$ cat config.mk
export PLATFORM = sky130hd
export DESIGN_NAME = sensor_spi_seq
export DESIGN_NICKNAME = d
export VERILOG_FILES = /design/src/rtl/sensor_seq_pkg.sv /design/src/rtl/sensor_wr_list.sv /design/src/rtl/spi_word_tx.sv /design/src/rtl/settle_timer.sv /design/src/rtl/sensor_spi_seq.sv
export SDC_FILE = /design/constraint.sdc
export NUM_CORES = 1
export LEC_CHECK = 0
export BUFFER_PORTS_ARGS = -buffer_cell sky130_fd_sc_hd__buf_2
export CORE_MARGIN = 4
export CORE_UTILIZATION = 41
export DETAILED_ROUTE_END_ITERATION = 8
export GPL_ROUTABILITY_DRIVEN = 1
export PLACE_DENSITY = 0.61
export SETUP_SLACK_MARGIN = 0.3
export SKIP_LAST_GASP = 1
export SYNTH_ARGS = -nofsm -noshare
export SYNTH_HDL_FRONTEND = slang
export SYNTH_SLANG_ARGS = --single-unit
$ cat constraint.sdc
create_clock -name clk -period 4.3 [get_ports clk]
set_input_delay 0.86 -clock clk [delete_from_list [all_inputs] [get_ports clk]]
set_output_delay 0.86 -clock clk [all_outputs]
set_load 0.03 [all_outputs]
$ cat src/rtl/sensor_seq_pkg.sv
// Package: shared types and the sensor bring-up write list.
// Assumes: every entry targets device byte 0x02; the list starts and ends with mode writes.
package sensor_seq_pkg;

    typedef struct packed {
        logic [7:0] dev;
        logic [7:0] addr;
        logic [7:0] val;
    } wr_entry_t;

    localparam int          NUM_ENTRIES = 11;
    localparam logic [7:0]  DEV_SEL     = 8'h02;
    localparam logic [7:0]  MODE_REG    = 8'h00;
    localparam logic [7:0]  MODE_STBY   = 8'h31;
    localparam logic [7:0]  MODE_RUN    = 8'h00;

    typedef enum logic [1:0] {TX_IDLE, TX_SHIFT, TX_GAP} tx_state_t;
    typedef enum logic [1:0] {SQ_ISSUE, SQ_WAIT, SQ_SETTLE, SQ_DONE} sq_state_t;

    // Returns list entry idx; the first and last entries set the operating mode.
    function automatic wr_entry_t list_entry(input int idx);
        logic [15:0] av;
        case (idx)
            0:       av = {MODE_REG, MODE_STBY};
            1:       av = 16'h01_01;  // vertical flip
            2:       av = 16'h02_0F;  // 1080p
            3:       av = 16'h03_4C;  // line length low  (1100)
            4:       av = 16'h04_04;  // line length high
            5:       av = 16'h05_65;  // frame length low (1125)
            6:       av = 16'h06_04;  // frame length high
            7:       av = 16'h11_00;  // output rate
            8:       av = 16'h12_82;  // 12-bit conversion
            9:       av = 16'h3B_E1;  // parallel sync codes
            default: av = {MODE_REG, MODE_RUN};
        endcase
        return '{dev: DEV_SEL, addr: av[15:8], val: av[7:0]};
    endfunction

endpackage

$ cat src/rtl/sensor_wr_list.sv
// Module: combinational lookup of the write list by index.
// Assumes: idx_i never exceeds NUM_ENTRIES-1 (the sequencer saturates it).
module sensor_wr_list
    import sensor_seq_pkg::*;
#(
    parameter int IDX_W = $clog2(NUM_ENTRIES)
) (
    input  logic [IDX_W-1:0] idx_i,
    output wr_entry_t        entry_o
);
    // Map the index to the stored entry.
    always_comb entry_o = list_entry(int'(idx_i));
endmodule

$ cat src/rtl/spi_word_tx.sv
// Module: SPI mode-0 transmitter for one word. CS_n goes low for the whole word,
// data leaves MSB first, and CS_n then stays high for CLK_DIV cycles before the next word can start.
// Assumes: CLK_DIV is even and at least 2; start_i is pulsed only while busy_o is low.
module spi_word_tx
    import sensor_seq_pkg::*;
#(
    parameter int CLK_DIV   = 16,
    parameter int WORD_BITS = 24
) (
    input  logic                 clk,
    input  logic                 rst_n,
    input  logic                 start_i,
    input  logic [WORD_BITS-1:0] word_i,
    output logic                 busy_o,
    output logic                 sclk_o,
    output logic                 mosi_o,
    output logic                 cs_n_o
);
    localparam int HALF = CLK_DIV / 2;
    localparam int DW   = $clog2(CLK_DIV);
    localparam int BW   = $clog2(WORD_BITS);

    tx_state_t            st;
    logic [DW-1:0]        div_cnt;
    logic [BW-1:0]        bit_cnt;
    logic [WORD_BITS-1:0] shreg;
    logic                 cs_n_q;

    // Word framing, bit shifting and the inter-word chip-select gap.
    always_ff @(posedge clk) begin
        if (!rst_n) begin
            st      <= TX_IDLE;
            div_cnt <= '0;
            bit_cnt <= '0;
            shreg   <= '0;
            cs_n_q  <= 1'b1;
        end else begin
            case (st)
                TX_IDLE: if (start_i) begin
                    shreg   <= word_i;
                    cs_n_q  <= 1'b0;
                    div_cnt <= '0;
                    bit_cnt <= '0;
                    st      <= TX_SHIFT;
                end
                TX_SHIFT: if (div_cnt == DW'(CLK_DIV - 1)) begin
                    div_cnt <= '0;
                    if (bit_cnt == BW'(WORD_BITS - 1)) begin
                        cs_n_q <= 1'b1;
                        st     <= TX_GAP;
                    end else begin
                        bit_cnt <= bit_cnt + 1'b1;
                        shreg   <= {shreg[WORD_BITS-2:0], 1'b0};
                    end
                end else begin
                    div_cnt <= div_cnt + 1'b1;
                end
                TX_GAP: if (div_cnt == DW'(CLK_DIV - 1)) begin
                    div_cnt <= '0;
                    st      <= TX_IDLE;
                end else begin
                    div_cnt <= div_cnt + 1'b1;
                end
                default: st <= TX_IDLE;
            endcase
        end
    end

    // Output decode: SCLK is high in the second half of each bit period.
    always_comb begin
        busy_o = (st != TX_IDLE);
        sclk_o = (st == TX_SHIFT) && (div_cnt >= DW'(HALF));
        mosi_o = shreg[WORD_BITS-1];
        cs_n_o = cs_n_q;
    end

    assert_sclk_idle_R7: assert property (@(posedge clk) disable iff (!rst_n)
        cs_n_q |-> !sclk_o);
    assert_gap_cs_high_R8: assert property (@(posedge clk) disable iff (!rst_n)
        (st == TX_GAP) |-> cs_n_q);
    assert_full_word_R2: assert property (@(posedge clk) disable iff (!rst_n)
        (st == TX_SHIFT && cs_n_q == 1'b0) |=> (cs_n_q == 1'b0 || $past(bit_cnt) == BW'(WORD_BITS - 1)));
    assert_start_when_idle_R9: assert property (@(posedge clk) disable iff (!rst_n)
        start_i |-> (st == TX_IDLE));
endmodule

$ cat src/rtl/settle_timer.sv
// Module: counts system cycles while run_i is high and flags expiry after CYCLES of them.
// Assumes: run_i stays high once raised until reset; the count saturates at CYCLES.
module settle_timer #(
    parameter int CYCLES = 200
) (
    input  logic clk,
    input  logic rst_n,
    input  logic run_i,
    output logic expired_o
);
    localparam int CW = $clog2(CYCLES + 1);
    logic [CW-1:0] cnt;

    // Count up while running, stop at the limit.
    always_ff @(posedge clk) begin
        if (!rst_n)                              cnt <= '0;
        else if (run_i && cnt != CW'(CYCLES))    cnt <= cnt + 1'b1;
    end

    // Expiry decode.
    always_comb expired_o = (cnt == CW'(CYCLES));
endmodule

$ cat src/rtl/sensor_spi_seq.sv
// Module (top): after reset, sends every entry of the sensor write list over SPI in order,
// waiting for each word to finish, then waits SETTLE_CYCLES and holds cfg_done high until reset.
// Assumes: the SCLK limit is met by choosing CLK_DIV for the system clock (default 16).
module sensor_spi_seq
    import sensor_seq_pkg::*;
#(
    parameter int CLK_DIV       = 16,
    parameter int SETTLE_CYCLES = 200
) (
    input  logic clk,
    input  logic rst_n,
    output logic spi_sclk,
    output logic spi_mosi,
    output logic spi_cs_n,
    output logic cfg_done
);
    localparam int IDX_W = $clog2(NUM_ENTRIES);
    localparam logic [IDX_W-1:0] LAST_IDX = IDX_W'(NUM_ENTRIES - 1);

    sq_state_t         st;
    logic [IDX_W-1:0]  idx;
    wr_entry_t         entry;
    logic              tx_start, tx_busy, settle_run, settle_exp;

    sensor_wr_list #(.IDX_W(IDX_W)) u_list (.idx_i(idx), .entry_o(entry));

    spi_word_tx #(.CLK_DIV(CLK_DIV), .WORD_BITS(24)) u_tx (
        .clk(clk), .rst_n(rst_n), .start_i(tx_start), .word_i(entry),
        .busy_o(tx_busy), .sclk_o(spi_sclk), .mosi_o(spi_mosi), .cs_n_o(spi_cs_n));

    settle_timer #(.CYCLES(SETTLE_CYCLES)) u_settle (
        .clk(clk), .rst_n(rst_n), .run_i(settle_run), .expired_o(settle_exp));

    // Walk the list: issue a word, wait for idle, advance or move on to settling.
    always_ff @(posedge clk) begin
        if (!rst_n) begin
            st  <= SQ_ISSUE;
            idx <= '0;
        end else begin
            case (st)
                SQ_ISSUE:  st <= SQ_WAIT;
                SQ_WAIT:   if (!tx_busy) begin
                    if (idx == LAST_IDX) st <= SQ_SETTLE;
                    else begin
                        idx <= idx + 1'b1;
                        st  <= SQ_ISSUE;
                    end
                end
                SQ_SETTLE: if (settle_exp) st <= SQ_DONE;
                default:   st <= SQ_DONE;
            endcase
        end
    end

    // Control decode.
    always_comb begin
        tx_start   = (st == SQ_ISSUE);
        settle_run = (st == SQ_SETTLE);
        cfg_done   = (st == SQ_DONE);
    end

    assert_done_sticky_R10: assert property (@(posedge clk) disable iff (!rst_n)
        cfg_done |=> cfg_done);
    assert_done_after_last_R5: assert property (@(posedge clk) disable iff (!rst_n)
        cfg_done |-> (idx == LAST_IDX && !tx_busy));
    assert_first_standby_R4: assert property (@(posedge clk) disable iff (!rst_n)
        (tx_start && idx == '0) |-> (entry.addr == MODE_REG && entry.val == MODE_STBY));
    assert_last_release_R5: assert property (@(posedge clk) disable iff (!rst_n)
        (tx_start && idx == LAST_IDX) |-> (entry.addr == MODE_REG && entry.val == MODE_RUN));
    assert_device_byte_R3: assert property (@(posedge clk) disable iff (!rst_n)
        tx_start |-> (entry.dev == DEV_SEL));
endmodule

==> results of run 1 <==
## cell families after synthesis
| kind of cell | Yosys count |
|---|---|
| simple gates | 117 |
| fa+ha+maj | 11 |
| xor+xnor | 11 |
| buf+inv | 27 |
| flops | 63 |
| compound gates | 56 |
| mux | 18 |
## placed cells by master (no fill, tap or decap), types with 3 or more instances in the layout
master	n
a21oi_1	17
nor3_1	8
nand2_1	16
nand3_1	19
a31oi_1	3
and3b_2	3
mux2i_1	16
and3_1	3
o21ai_0	6
nor2_1	42
nor3b_1	3
a211oi_1	14
xor2_1	4
buf_2	5
bufinv_16	3
clkbuf_8	9
inv_1	12
ha_1	11
dfxtp_1	63
xnor2_1	7
## through the flow
step	hold slack, ns	util [%]	setup WS, ns	cells	power [mW]
6_report	0.4518	48.31	1.807	390	2.177
3_5_place_dp	0.4444	44.56	1.603	374	1.564
5_1_grt	0.4694	48.31	1.694	390	2.348
3_3_place_gp	0.4403	44.56	1.646	374	1.549
2_1_floorplan	0.4320	-	1.776	303	1.427
4_1_cts	0.4538	48.31	1.773	390	2.201
## path summary, 6_finish.rpt
check	from	to	cells after the start
worst min-delay path	u_tx.shreg[15]	u_tx.shreg[15]	2
worst min register to register	u_tx.shreg[15]	u_tx.shreg[15]	2
worst max-delay path	u_tx.st[1]	spi_sclk	5
worst max register to register	u_tx.st[0]	u_list.entry_o[12]	7
## critical path, cell delays in order, from the launching register on
cell and delay (ns):
dfxtp_1 0.33, inv_1 0.09, ha_1 0.14, buf_4 0.36, and2_1 0.18, buf_2 0.19
## area by class of cell
cell class / instances / share of cell area, %
tap: 77 / 3.070
clock buffer: 9 / 3.947
timing repair buffer: 7 / 1.276
inverter: 14 / 1.675
sequential: 63 / 40.19
clock inverter: 7 / 3.828
multi-input combinational: 213 / 46.01
## registers in the layout, indices dropped and copies added, names as in the netlist, 2 cells and up
signal,count
st,2
idx,4
u_tx.shreg,24
u_settle.cnt,8
u_tx.st,2
u_tx.div_cnt,4
u_tx.bit_cnt,5
u_list.entry_o,13
## power by group through the flow
stage               logic [mW]  registers (mW)  clock network, mW
floorplan                0.632           0.795                  0
global placement         0.742           0.807                  0
detailed placement       0.755           0.809                  0
CTS                      0.757           0.795              0.648
global route             0.863           0.813              0.672
finish                   0.752           0.794              0.630
## metal layers
metal	up-vias	part of all wire, %
li1	1072	-
met1	947	50
met2	26	44
met3	8	3.4
met4	0	2.2
met5	-	0
==> metrics.md, run 1 <==
| Metric | Value |
|---|---|
| Comb pwr share | 34.6% |
| Worst-Skew Late Latency | 0.34 ns |
| Die height | 90.92 um |
| WP data arrival | 1.63 ns |
| Final GP Congestion | 0.7733 |
| # clock sinks | 63 |
| Syn Std Cell Area | 2819 sq um |
| Drt first-iter violations | 78 |
| Status | completed |
| Syn_area_per_cell | 9.303 sq um |
| Largest buffer count on any clock path | 2 |
| Site Rows | 29 |
| Post-DRT Antenna Nets | 0 |
| Core ar. | 6495 sq um |
| Cts hold-fix bufs | 0 |
| Post-detail-place hpwl | 3182 um |
| Die width | 90.92 um |
| Total grt overflow | 0 |
| CP max FO | 32 |
| Skew final | 0.004698 ns |
| Share of cells above drive strength 1 | 14.70% |
| First-pass GRT wire length | 8997 um |
| Lkg Pwr | 1.197 nW |
| Root Buffer | clkbuf_8 |
| Sequential Power Share | 36.5% |
| Crit Path Category | register to output pin |
| Synth area leaders | dfxtp_1, mux2i_1, nor2_1 |
| Achievable frequency | 401.1 MHz |
| CTS tree | built |
| Cells after synthesis | 303 |
| Vias in the first global route | 1,951 |
| #FFs+latches synth | 63 |
| Top cell type's share of synthesized area | 44.74% |
| Worst Tran Pin Value | 0.8324 ns |
| Mapped Nets | 316 |
| GR Util met3 | 4.833% |
| Req. time, crit path | 3.44 ns |
| Most frequent cell after synthesis | dfxtp_1 |
| All-Layer GR Usage | 13.36% |
| Post-CTS setup buffer count | 0 |
| Fin Setup TNS | 0 ns |
| Finished Cell Area | 3138 sq um |
| Int Power | 1.384 mW |
| 1st-pass router iterations | 4 |
| Count of final setup violators | 0 |
| Ys async rst share | 0% |
| IO Count | 6 |
| Largest area contributor in the netlist | dfxtp_1 |
| Initial Util | 43.40% |
| Mux cell area share after synthesis | 7.279% |
| Area of the multi-input gates | 1444 sq um |
| Synth top cells by count | dfxtp_1, nor2_1, nand3_1, a21oi_1 |
| IO Port Bufs | 5 |
| Synth cell types | 53 |
| Final hold vios | 0 |
| Clk slew on worst S/H paths | 0.07 ns |
| Total of max-cap violations | 0 |
| Routed via count | 2,053 |
| Worst Hold Class | register to register |
| XOR/XNOR Fraction of Synth Area | 3.418% |
| Clock power share | 29.0% |
| Diodes inserted | 0 |
| Power Density | 693.8 nW/um^2 |
| Post-CTS resize count | 0 |
| Synth Area in Adders | 4.882% |
| Crit share post-route | 57.98% |
| Total wire length | 4961 um |
| Fill count | 610 |
| Largest net degree at the start of global routing | 46 |
| Residual DRC count | 0 |
| Seq/Total Area, Yosys | 44.74% |
| Yosys warns | 0 |
| Reg-to-reg slack, setup | 1.97 ns |
| Final Max Tran Viols | 0 |
| DR WL/cell | 12.72 um |
| Startpoint Class | register |
| Relative slew slack | 43.78% |
| Largest family of logic cells by synthesized area | simple AND/OR/NAND/NOR gates |
| Period minus WS final | 2.493 ns |
| Via density per instance | 5.264 |
| Die area | 8266 sq um |
| Htree depth | 3 |
| Post-Place Cell Area | 2894 sq um |
| RSZ-0062 raised after global routing | false |
| Met2 Resource Use GR | 20.36% |
| Maximum VDD drop | 0.0002921 V |
| # nets final | 321 |
| Synth Flop Type | dfxtp_1 |
| Synth Area in Simple Gates | 22.15% |
| Layout area overhead | 11.32% |
| Post-synthesis compound-gate area fraction | 13.49% |
| Number of flops mapped to enable cells by yosys | 0 |
| Switching power | 0.7931 mW |
| Crit end category | output pin |
| Seq. cell area | 1261 sq um |
| TritonCTS Buffers | 9 |
| Met1 usage | 16.62% |
| Gr busiest metal | met2 |
| Initial antenna violation count | 0 |
| Sw Ratio | 36.43% |
No activity file was read; power rests on OpenSTA's default activity.
==> inputs of run 2 (changes only) <==
--- a/config.mk
+++ b/config.mk
@@ -10,7 +10,7 @@
 export CORE_UTILIZATION = 41
 export DETAILED_ROUTE_END_ITERATION = 8
 export GPL_ROUTABILITY_DRIVEN = 1
-export PLACE_DENSITY = 0.61
+export PLACE_DENSITY = 0.63
 export SETUP_SLACK_MARGIN = 0.3
 export SKIP_LAST_GASP = 1
 export SYNTH_ARGS = -nofsm -noshare
==> constraint.sdc (replaced) <==
create_clock -name clk -period 2.2 [get_ports clk]
set_input_delay 0.44 -clock clk [delete_from_list [all_inputs] [get_ports clk]]
set_output_delay 0.44 -clock clk [all_outputs]
set_load 0.03 [all_outputs]
==> run 2 against run 1 <==
Sequential power rose by 96%. Worst hold slack worse by 0.082 ns. Core utilization grew 2.4 points. Non-clock buffer count rose by 14. Sequential share of layout area down 1.9 points. Routed wire length grew 8.4%. Combinational power is 130% higher. Critical path type is now register to register.
==> metrics.md, run 2 (synthesized netlist as in run 1, its figures left out) <==
| Metric | Value |
|---|---|
| Fin Setup TNS | 0 ns |
| TritonCTS Buffers | 9 |
| Status | completed |
| Root Buffer | clkbuf_8 |
| Fin util | 50.70% |
| Core ar. | 6495 sq um |
| Power Density | 1282 nW/um^2 |
| Crit Path Category | register to register |
| IO Port Bufs | 5 |
| Count of final setup violators | 0 |
| Routed via count | 2,135 |
| Comb pwr share | 40.9% |
| Largest buffer count on any clock path | 2 |
| Share of cells above drive strength 1 | 22.70% |
| Achievable frequency | 529.5 MHz |
| Most flop-heavy register | u_tx.shreg |
| Final Max Tran Viols | 0 |
| Number of flip-flops under the largest register name | 24 |
| Sw Ratio | 38.02% |
| Clock power share | 22.1% |
| Post-route setup slack | 0.3116 ns |
| Total of max-cap violations | 0 |
| Crit end category | register |
| Die area | 8266 sq um |
| 1st-pass router iterations | 6 |
| Hold path startpoint | rst_n |
| Final Hold Slack | 0.3696 ns |
| Fill count | 613 |
| Die width | 90.92 um |
| Maximum VDD drop | 0.0003581 V |
| Post-DRT Antenna Nets | 0 |
| Req. time, crit path | 2.43 ns |
| Residual DRC count | 0 |
| Skew final | 0.008932 ns |
| Die height | 90.92 um |
| Clk slew on worst S/H paths | 0.07 ns |
| Vias in the first global route | 2,059 |
| RSZ-0062 raised after global routing | true |
| Site Rows | 29 |
| Sequential Power Share | 37.0% |
| First-pass GRT wire length | 9225 um |
| Worst Hold Class | input pin to register |
| Most common cell after layout, fill and taps aside | dfxtp_1 |
| Crit share post-route | 85.84% |
| Largest net degree at the start of global routing | 37 |
| Worst Tran Pin Value | 0.5475 ns |
| Reg-to-reg slack, setup | 0.31 ns |
| All-Layer GR Usage | 13.63% |
| Total grt overflow | 0 |
| CTS tree | built |
| Drt first-iter violations | 34 |
| Post-detail-place hpwl | 3367 um |
| Initial antenna violation count | 0 |
| Diodes inserted | 0 |
| Initial Util | 43.40% |
| Htree depth | 3 |
| Lkg Pwr | 1.256 nW |
| Layout area overhead | 16.82% |
| Period minus WS final | 1.888 ns |
| Relative slew slack | 63.12% |
| # nets final | 335 |
| Most frequent cells in the layout | dfxtp_1, nor2_1, nand3_1, a21oi_1 |
| Startpoint Class | register |
| Via density per instance | 5.298 |
| CP max FO | 5 |
| Total wire length | 5380 um |
| Post-place setup slack | 0.04857 ns |
| Worst r2r src | idx[0] |
| Final hold vios | 0 |
| Int Power | 2.617 mW |
| WP data arrival | 2.12 ns |
| Crit. Startpoint | idx[0] |
| Final GP Congestion | 0.8516 |
| DR WL/cell | 13.35 um |
| Overall Power | 4.222 mW |
| # clock sinks | 63 |
| IO Count | 6 |
| Switching power | 1.605 mW |
| Worst-Skew Late Latency | 0.34 ns |
run 2: path summary, 6_finish.rpt:
| path | to | cells past startpoint |
|---|---|---|
| worst max-delay path | u_list.entry_o[6] | 8 |
| worst min-delay path | u_tx.cs_n_o | 2 |
| worst max register to register | u_list.entry_o[6] | 8 |
| worst min register to register | u_tx.shreg[23] | 2 |
run 2: timing repair:
item	4_1_cts	5_1_grt
resized for setup	7	18
hold buffers	0	0
pin swaps	1	7
endpoints found under the setup margin	29	38
cloned	0	1
buffers inserted	3	3
run 2: worst max-delay path, cell delays in order (launching register included):
cell and delay, ns:
dfxtp_2 0.36, inv_2 0.05, ha_2 0.16, and3b_2 0.24, nor3b_4 0.26, mux2i_4 0.34
buf_6 0.18, xnor2_2 0.08, o2bb2ai_2 0.13
run 2: layer usage:
layer	vias up	global-route usage, %	routed length, um
met3	11	3.083	116
met4	0	8.417	141
li1	1099	-	-
met5	-	0	0
met1	1002	17.25	2646
met2	23	21.03	2476
run 2: final cells by class:
cell class	instances	area, sq um	share of cell area (%)
Clock buffer	13	168.9	5.129
Sequential cell	63	1262	38.34
Clock inverter	2	15.01	0.4559
Multi-Input combinational cell	213	1528	46.39
Inverter	14	52.55	1.596
Tap cell	77	96.34	2.926
Timing Repair Buffer	21	170.2	5.167
run 2: metrics by stage:
step	area [sq um]	cells
finish	3293	403
global route	3293	403
CTS	3194	399
detailed placement	2960	381
global placement	2960	381
floorplan	2821	303
run 2: power groups by stage:
stage               Sequential, mW  Combinational [mW]  Clock, mW
finish                        1.56                1.73      0.933
detailed placement            1.58                1.57          0
CTS                           1.56                1.64      0.950
global placement              1.57                1.55          0
global route                  1.60                1.94       1.01
floorplan                     1.55                1.24          0
==> inputs of run 3 (changes only) <==
--- a/config.mk
+++ b/config.mk
@@ -6,13 +6,17 @@
 export NUM_CORES = 1
 export LEC_CHECK = 0
 export BUFFER_PORTS_ARGS = -buffer_cell sky130_fd_sc_hd__buf_2
+export CELL_PAD_IN_SITES_DETAIL_PLACEMENT = 1
+export CELL_PAD_IN_SITES_GLOBAL_PLACEMENT = 2
+export CORE_ASPECT_RATIO = 1.25
 export CORE_MARGIN = 4
-export CORE_UTILIZATION = 41
+export CORE_UTILIZATION = 34
 export DETAILED_ROUTE_END_ITERATION = 8
 export GPL_ROUTABILITY_DRIVEN = 1
-export PLACE_DENSITY = 0.63
+export PLACE_DENSITY = 0.79
 export SETUP_SLACK_MARGIN = 0.3
 export SKIP_LAST_GASP = 1
 export SYNTH_ARGS = -nofsm -noshare
 export SYNTH_HDL_FRONTEND = slang
+export SYNTH_HIERARCHICAL = 1
 export SYNTH_SLANG_ARGS = --single-unit
==> run 3 against run 2 <==
Clock skew grew 0.0015 ns. Via count is 25% higher. Clock power fell by 38%. Critical path type is now register to output pin. Non-clock buffer count did not move. Routed wire length grew 41%. Count of clock-buffer cells in the layout fell by 7. Final area up 0.46%. Synthesized cell count increased by 23%. Largest power group unchanged.
==> metrics.md, run 3 <==
| Metric | Value |
|---|---|
| WP data arrival | 1.39 ns |
| Core ar. | 8701 sq um |
| Die height | 113.6 um |
| Relative slew slack | 65.67% |
| Initial Util | 34.87% |
| Final Hold Slack | 0.4776 ns |
| Slowest cell on crit path | dfxtp_2 |
| Post-DRT Antenna Nets | 0 |
| Via density per instance | 5.367 |
| Status | completed |
| IO Port Bufs | 5 |
| Req. time, crit path | 1.76 ns |
| Most frequent cell after synthesis | dfxtp_1 |
| # nets final | 389 |
| Worst Hold Class | register to register |
| Most common cell after layout, fill and taps aside | dfxtp_1 |
| Total of max-cap violations | 0 |
| Max incr delay on CP | 0.36 ns |
| Finished Cell Area | 3308 sq um |
| Crit end category | output pin |
| Syn Std Cell Area | 3034 sq um |
| 1st-pass router iterations | 6 |
| Bufs and invs on worst path | 3 |
| Post-Place Cell Area | 3133 sq um |
| Die width | 92.50 um |
| First-pass GRT wire length | 12,650 um |
| Synth area leaders | dfxtp_1, a222oi_1, inv_1 |
| Syn_area_per_cell | 8.113 sq um |
| CTS tree | built |
| Synth top cells by count | dfxtp_1, inv_1, nor2_1, nand2_1, o21ai_0 |
| Initial antenna violation count | 0 |
| Top flop regs | u_tx/shreg: 24 flops, u_settle/cnt: 8 flops, u_tx/bit_cnt: 5 flops |
| Final hold vios | 0 |
| Synth Flop Type | dfxtp_1 |
| Residual DRC count | 0 |
| Htree depth | 2 |
| Post-route setup slack | 0.3671 ns |
| Total grt overflow | 0 |
| Crit path cell chain | inv_2 > ha_4 > buf_4 > and2_1 > clkbuf_4 |
| Fin Setup TNS | 0 ns |
| Post-detail-place hpwl | 4982 um |
| Layout area overhead | 9.031% |
| Yosys warns | 6 |
| Seq/Total Area, Yosys | 32.99% |
| Number of flip-flops under the largest register name | 24 |
| Synth cell types | 59 |
| Lkg Pwr | 1.241 nW |
| Die area | 10,510 sq um |
| Vias in the first global route | 2,663 |
| Skew final | 0.01039 ns |
| Overall Power | 3.452 mW |
| Total wire length | 7565 um |
| IO Count | 6 |
| Largest area contributor in the netlist | dfxtp_1 |
| Site Rows | 38 |
| Ys async rst share | 0% |
| Crit Path Category | register to output pin |
| Count of final setup violators | 0 |
| Root Buffer | clkbuf_8 |
| Worst-Skew Late Latency | 0.31 ns |
| #FFs+latches synth | 50 |
| Startpoint Class | register |
| Final GP Congestion | 0.7204 |
| Cell family with most CP delay | buffers and inverters |
| RSZ-0062 raised after global routing | false |
| Diodes inserted | 0 |
| Number of flops mapped to enable cells by yosys | 0 |
| All-Layer GR Usage | 14.37% |
| Cells after synthesis | 374 |
| Cts hold-fix bufs | 0 |
| Top cell type's share of synthesized area | 32.99% |
| Most frequent cells in the layout | dfxtp_1, inv_1, nor2_1, nand2_1, o21ai_0 |
| Worst Tran Pin Value | 0.5143 ns |
| Fill count | 1,074 |
| Post-place setup slack | 0.3176 ns |
| Share of cells above drive strength 1 | 14.55% |
| Drt first-iter violations | 204 |
| Achievable frequency | 545.6 MHz |
| Period minus WS final | 1.833 ns |
| DR WL/cell | 15.19 um |
| Largest net degree at the start of global routing | 32 |
| CP max FO | 7 |
| Clk slew on worst S/H paths | 0.10 ns |
| Crit share post-route | 83.31% |
| TritonCTS Buffers | 5 |
| Largest buffer count on any clock path | 2 |
| Power Density | 1044 nW/um^2 |
| # clock sinks | 50 |
| Final Max Tran Viols | 0 |
| Maximum VDD drop | 0.0004412 V |
| Routed via count | 2,673 |
| Most flop-heavy register | u_tx/shreg |
-- run 3: cell count changes in the layout (fill, tap and decap cells not counted), sizes merged, moves of 7 or more --
cell	previous run	this run
a222oi	0	23
nor2	44	33
dfxtp	63	50
conb	0	10
inv	14	38
o2bb2ai	2	10
a211oi	16	2
nand2b	3	10
mux2i	18	11
nand2	17	26
o21ai	6	26
-- run 3: area by class of cell --
type | count | area (sq um) | share of cell area (%)
repair buffers | 21 | 160.2 | 4.841
multi-input cells | 260 | 1745 | 52.76
flip-flops and latches | 50 | 1007 | 30.45
clock buffers | 6 | 82.58 | 2.496
clock inverters | 2 | 12.51 | 0.3782
inverters | 39 | 150.1 | 4.539
well taps | 120 | 150.1 | 4.539
-- run 3: what timing repair did --
action,in CTS,in global routing
pin swaps,0,5
endpoints found under the hold margin,0,0
buffers inserted,0,4
setup endpoints to repair,4,32
cloned,0,1
resized for setup,1,13
-- run 3: final timing paths --
check | to | depth (start not counted) | start | slack, ns
max | spi_sclk | 5 | u_tx/st[1] | 0.37
min | u_tx/shreg[0] | 2 | u_tx/shreg[0] | 0.48
max reg2reg | u_tx/bit_cnt[4] | 5 | u_tx/div_cnt[0] | 0.40
min reg2reg | u_tx/shreg[0] | 2 | u_tx/shreg[0] | 0.48
-- run 3: routing by layer --
metal | wire length [um] | track usage (%) | up-vias
li1 | - | - | 1332
met1 | 3573 | 17.97 | 1299
met2 | 3717 | 25.70 | 33
met5 | 0 | 0 | -
met3 | 183 | 1.979 | 9
met4 | 91 | 3.964 | 0
-- run 3: metrics by stage --
stage / cells / util (%)
floorplan: 382 / -
global placement: 485 / 36.01
detailed placement: 485 / 36.01
CTS: 493 / 37.13
global route: 498 / 38.02
finish: 498 / 38.02
-- run 3: cell families (layout without fill, tap and decap cells) --
group | Yosys count | after routing | synth area share, %
simple gates | 129 | 130 | 22.68
compound gates | 95 | 95 | 23.46
buf+inv | 73 | 68 | 11.71
flops | 50 | 50 | 32.99
mux | 11 | 11 | 3.629
fa+ha+maj | 10 | 10 | 4.124
xor+xnor | 4 | 4 | 1.155
other cells | 2 | 10 | 0.2475
-- run 3: worst min-delay path, delay by kind of cell (launching register included) --
family / cells / cell delay, ns
compound gates: 1 / 0.06
simple gates: 1 / 0.05
flops: 1 / 0.33
-- run 3: report_power, final --
part	switching (mW)	total [mW]	internal [mW]
registers	0.174	1.24	1.06
clock network	0.329	0.583	0.254
logic	0.949	1.63	0.683
total	1.45	3.45	2.00
